===== src/rtl/seq_watchdog_pkg.sv =====
package seq_watchdog_pkg;

  // strobes from control to the counting datapath
  typedef struct packed {
    logic clear;
    logic advance;
  } dpStrobe_t;

  localparam logic [7:0] DEF_KEY_ADDR   = 8'hA6;
  localparam logic [7:0] DEF_KEY_FIRST  = 8'h1E;
  localparam logic [7:0] DEF_KEY_SECOND = 8'hE1;

endpackage


===== src/rtl/seq_watchdog_dp.sv =====
module seq_watchdog_dp
  import seq_watchdog_pkg::*;
#(
  parameter int CNT_W = 14
) (
  input  logic             clk,
  input  dpStrobe_t        strb,
  output logic [CNT_W-1:0] countOut,
  output logic             atMax
);

  logic [CNT_W-1:0] count;

  // clear has priority over advance
  always_ff @(posedge clk) begin
    if (strb.clear)        count <= '0;
    else if (strb.advance) count <= count + 1'b1;
  end

  assign atMax    = &count;
  assign countOut = count;

endmodule


===== src/rtl/seq_watchdog_ctrl.sv =====
module seq_watchdog_ctrl
  import seq_watchdog_pkg::*;
#(
  parameter logic [7:0] KEY_ADDR   = DEF_KEY_ADDR,
  parameter logic [7:0] KEY_FIRST  = DEF_KEY_FIRST,
  parameter logic [7:0] KEY_SECOND = DEF_KEY_SECOND,
  parameter int         PULSE_LEN  = 96
) (
  input  logic       clk,
  input  logic       hwReset,
  input  logic       mcStrobe,
  input  logic       sfrWe,
  input  logic [7:0] sfrAddr,
  input  logic [7:0] sfrWdata,
  input  logic       atMax,
  output dpStrobe_t  strb,
  output logic       enabled,
  output logic       pulseOn
);

  localparam int PW = $clog2(PULSE_LEN + 1);
  localparam logic [PW-1:0] PULSE_INIT = PW'(PULSE_LEN);

  logic          armFlag;
  logic [PW-1:0] pulseCnt;
  logic          keyHit, firstKey, secondKey, overflow;

  assign keyHit    = sfrWe && (sfrAddr == KEY_ADDR);
  assign firstKey  = keyHit && (sfrWdata == KEY_FIRST);
  assign secondKey = keyHit && (sfrWdata == KEY_SECOND) && armFlag && !pulseOn;
  assign pulseOn   = (pulseCnt != '0);
  assign overflow  = enabled && atMax;

  always_ff @(posedge clk) begin
    if (hwReset) begin
      enabled  <= 1'b0;
      armFlag  <= 1'b0;
      pulseCnt <= '0;
    end else if (pulseOn) begin
      pulseCnt <= pulseCnt - 1'b1;
      enabled  <= 1'b0;
      armFlag  <= 1'b0;
    end else if (overflow) begin
      pulseCnt <= PULSE_INIT;
      enabled  <= 1'b0;
      armFlag  <= 1'b0;
    end else begin
      if (keyHit)    armFlag <= firstKey;
      if (secondKey) enabled <= 1'b1;
    end
  end

  always_comb begin
    strb.clear   = hwReset || !enabled || pulseOn || overflow || secondKey;
    strb.advance = enabled && mcStrobe;
  end

endmodule


===== src/rtl/seq_watchdog.sv =====
module seq_watchdog
  import seq_watchdog_pkg::*;
#(
  parameter int         CNT_W      = 14,
  parameter int         PULSE_LEN  = 96,
  parameter logic [7:0] KEY_ADDR   = DEF_KEY_ADDR,
  parameter logic [7:0] KEY_FIRST  = DEF_KEY_FIRST,
  parameter logic [7:0] KEY_SECOND = DEF_KEY_SECOND
) (
  input  logic       clk,
  input  logic       hwReset,
  input  logic       mcStrobe,
  input  logic       sfrWe,
  input  logic [7:0] sfrAddr,
  input  logic [7:0] sfrWdata,
  output logic       wdtRstOut,
  output logic       wdtEnabled
);

  dpStrobe_t        strb;
  logic             atMax;
  logic [CNT_W-1:0] countNow;

  seq_watchdog_ctrl #(
    .KEY_ADDR(KEY_ADDR), .KEY_FIRST(KEY_FIRST),
    .KEY_SECOND(KEY_SECOND), .PULSE_LEN(PULSE_LEN)
  ) u_ctrl (
    .clk(clk), .hwReset(hwReset), .mcStrobe(mcStrobe),
    .sfrWe(sfrWe), .sfrAddr(sfrAddr), .sfrWdata(sfrWdata),
    .atMax(atMax), .strb(strb), .enabled(wdtEnabled), .pulseOn(wdtRstOut)
  );

  seq_watchdog_dp #(.CNT_W(CNT_W)) u_dp (
    .clk(clk), .strb(strb), .countOut(countNow), .atMax(atMax)
  );

endmodule


===== config.mk =====
export PLATFORM = sky130hd
export DESIGN_NAME = seq_watchdog
export DESIGN_NICKNAME = d
export VERILOG_FILES = /design/src/rtl/seq_watchdog_pkg.sv /design/src/rtl/seq_watchdog_dp.sv /design/src/rtl/seq_watchdog_ctrl.sv /design/src/rtl/seq_watchdog.sv
export SDC_FILE = /design/constraint.sdc
export NUM_CORES = 1
export LEC_CHECK = 0
export ABC_AREA = 1
export BUFFER_PORTS_ARGS = -buffer_cell sky130_fd_sc_hd__buf_2
export CAP_MARGIN = 0
export CORE_AREA = 2 2 56 58
export CTS_CLUSTER_DIAMETER = 100
export CTS_CLUSTER_SIZE = 16
export DETAILED_ROUTE_END_ITERATION = 10
export DIE_AREA = 0 0 58 60
export GPL_ROUTABILITY_DRIVEN = 0
export PLACE_DENSITY = 0.68
export SYNTH_ARGS = -nofsm -noshare
export SYNTH_HDL_FRONTEND = slang
export SYNTH_SLANG_ARGS = --single-unit

===== constraint.sdc =====
create_clock -name clk -period 2 [get_ports clk]
set_input_delay 0.2 -clock clk [delete_from_list [all_inputs] [get_ports clk]]
set_output_delay 0.2 -clock clk [all_outputs]
set_load 0.01 [all_outputs]

==> impl_metrics.csv <==
group,metric,value,unit
run_status,status,"finished, final reports clean",
finish,drive_gt1_share,23.1,%
critical_path,slowest_stage,"dfxtp_1",
yosys,syn_area,0.00136,mm^2
clock_tree,cts_buffers,3,
route,routed_wl,2340,um
critical_path,slowest_delay,0.34,ns
route,via_count,1158,
place,port_buffers,21,
floorplan,core-area,0.00290,mm^2
sta,skew,0.00153,ns
clock_tree,clock-sinks,23,
critical_path,critPathCaptureType,"flop",
sta,hold_violations,0,
floorplan,start_util,46.9,%
floorplan,fp.dieArea,0.00348,mm^2
clock_tree,cts_root_buffer,"clkbuf_4",
route,dr.pass1.iters,4,
sta,fin_tns_setup,0,ns
yosys,yosys_most_used_dff,"dfxtp_1",
critical_path,reg2reg_from,"u_ctrl.pulseCnt[0]",
floorplan,die_x,58,um
yosys,netlist_top_cells_count,"nand2_1, inv_1, nor2_1, dfxtp_1, nor2_2",
yosys,ys_seq_area_share,33.9,%
sta,rsz0062_at_grt,"false",
yosys,ys_ff_latch,23,
route,drtAntennaViolNets,0,
sta,slew_viol_final,0,
critical_path,reg2regPathDepth,9,
critical_path,regToRegSetupSlack,0.39,ns
sta,post-route-period-util,80.4,%
pwr,p_leak,0.633,nW
critical_path,critPathArrivalTime,1.80,ns
worst_hold_path,min_path_cells,2,
route,routedWlPerCell,9.22,um
yosys,synth_nets,220,
yosys,async_flop_share,0,%
clock_tree,cts_tree,"built",
clock_tree,post_cts_resized,0,
global_route,grt_max_degree,15,
clock_tree,postCtsSetupRepairBufs,0,
sta,tightest_slew,0.404,ns
finish,n_antenna_cell,0,
yosys,netlist_top_cells_area,"dfxtp_1, nand2_1, inv_1",
worst_hold_path,hold_end,"u_ctrl.pulseCnt[3]",
yosys,synth.distinct_cells,26,
route,drtIter0Drc,48,
sta,fin_crit,1.61,ns
floorplan,die_y,60,um
global_route,track_usage,15.1,%
clock_tree,cts_hold_buf,0,
route,via_per_inst,4.56,
global_route,first_global_vias,1088,
route,drc,0,
clock_tree,clock_path_buffers,2,
yosys,yosys_warnings,0,
place,placed_cells,250,
global_route,grt_pass1_wl,4130,um
worst_hold_path,worstHoldPathType,"in -> reg",
finish,area_delta_synth_final,11.9,%
yosys,synthCells,197,
critical_path,critPathMaxFanout,14,
yosys,synth_edf_count,0,
critical_path,worst_setup_path_start_kind,"flop",
critical_path,required,2.20,ns
sta,relSlewSlack,73.0,%
floorplan,io_pins,22,
pwr,vdd_drop_max,0.747,mV
critical_path,r2r-end,"u_dp.countOut[1]",
critical_path,crit_chain,"inv_1, ha_1, inv_1, nor2_1, nand2_4, clkinv_2, nand3_2, nand2_2, nor2_1",
finish,final_cells,254,
yosys,yosys.area.top_type_share,33.9,%
sta,finalSetupViolCount,0,
clock_tree,clk-insertion-delay-late,0.30,ns
yosys,synth_most_common_cell,"nand2_1",
worst_hold_path,min_from,"hwReset",
finish,nets,245,
global_route,overflow,0,
yosys,yosysTopAreaCell,"dfxtp_1",
yosys,syn_avg_cell_area,6.90,um^2
place,dp_hpwl,1890,um
global_route,antenna_found_initial,0,
sta,clock.fmax,0.622,GHz
finish,fillers,294,
clock_tree,clkTransAtPathRegs,0.12,ns
clock_tree,h-tree-depth,1,
run,max-cap-violations,0,
floorplan,rows,20,
critical_path,crit_type,"reg -> reg",
pwr,power.density,835,mW/mm^2
## cell usage in the layout (no fill, tap or decap), types with 2 or more instances in the layout
| master | n |
|---|---|
| buf_2 | 21 |
| xnor2_1 | 5 |
| o21ai_0 | 4 |
| dfxtp_1 | 23 |
| a21oi_1 | 5 |
| xor2_1 | 6 |
| nor3_1 | 2 |
| nand2_4 | 2 |
| nor2_4 | 2 |
| nand2_1 | 42 |
| clkbuf_4 | 3 |
| nand4_1 | 8 |
| nor2_2 | 13 |
| nor2_1 | 29 |
| nand2_2 | 2 |
| nor3_2 | 2 |
| nand3_1 | 9 |
| inv_1 | 31 |
| ha_1 | 3 |
## per-layer routing
metal	track usage, %	vias to the layer above	share of wire, %
met4	3.99	0	0.81
met1	17.6	479	49
met3	3.25	2	3.0
li1	-	659	-
met5	0	-	0
met2	27.9	18	47
## flip-flops by register name, summed over array words and instances (netlist names)
signal           flops
u_ctrl.armFlag       1
u_dp.countOut       14
u_ctrl.pulseCnt      7
u_ctrl.enabled       1
## critical path, delay by kind of cell (launching register included)
family	cells	cell delay [ns]
buffers and inverters	3	0.24
DFF	1	0.34
adders and majority gates	1	0.15
and+or+nand+nor	5	0.77
## per-stage QoR
step | hold WS (ns) | worst slack [ns] | instance area, um^2 | util [%] | total power [mW]
2_1_floorplan | 0.272 | 0.575 | 1360 | - | 0.960
4_1_cts | 0.106 | 0.355 | 1520 | 52.4 | 1.29
6_report | 0.116 | 0.393 | 1520 | 52.4 | 1.27
3_5_place_dp | 0.446 | 0.381 | 1500 | 51.5 | 1.07
5_1_grt | 0.112 | 0.203 | 1520 | 52.4 | 1.39
3_3_place_gp | 0.436 | 0.432 | 1500 | 51.5 | 1.07
## final cells by class
cell class | instances | area, um^2 | area share [%]
multi-input cells | 140 | 759 | 49.9
clock buffers | 4 | 26.3 | 1.73
flip-flops and latches | 23 | 460 | 30.3
well taps | 33 | 41.3 | 2.71
inverters | 32 | 121 | 7.98
repair buffers | 22 | 113 | 7.40
## power breakdown
| group | switching, mW | total (mW) | internal, mW |
|---|---|---|---|
| Combinational | 0.294 | 0.500 | 0.206 |
| Sequential | 0.0367 | 0.560 | 0.523 |
| Clock | 0.134 | 0.212 | 0.0777 |
## kinds of logic (layout without fill, tap and decap cells)
kind of cell / Yosys count / count (layout) / synth area share (%)
buf+inv: 34 / 58 / 10.3
compound gates: 10 / 10 / 3.86
mux: 1 / 1 / 0.828
simple gates: 115 / 115 / 41.3
xor+xnor: 11 / 11 / 7.08
fa+ha+maj: 3 / 3 / 2.76
flops: 23 / 23 / 33.9
## worst max-delay path by stage
stage | startpoint | depth (start not counted) | to | slack (ns)
CTS | u_ctrl.pulseCnt[0] | 9 | u_dp.countOut[1] | 0.36
global route | u_ctrl.pulseCnt[0] | 9 | u_dp.countOut[0] | 0.20
detailed placement | u_ctrl.pulseCnt[0] | 9 | u_dp.countOut[1] | 0.38
floorplan | u_ctrl.pulseCnt[0] | 10 | u_dp.countOut[3] | 0.58
finish | u_ctrl.pulseCnt[0] | 9 | u_dp.countOut[1] | 0.39
global placement | u_ctrl.pulseCnt[0] | 9 | u_dp.countOut[13] | 0.43
No activity file was read; power rests on OpenSTA's default activity.
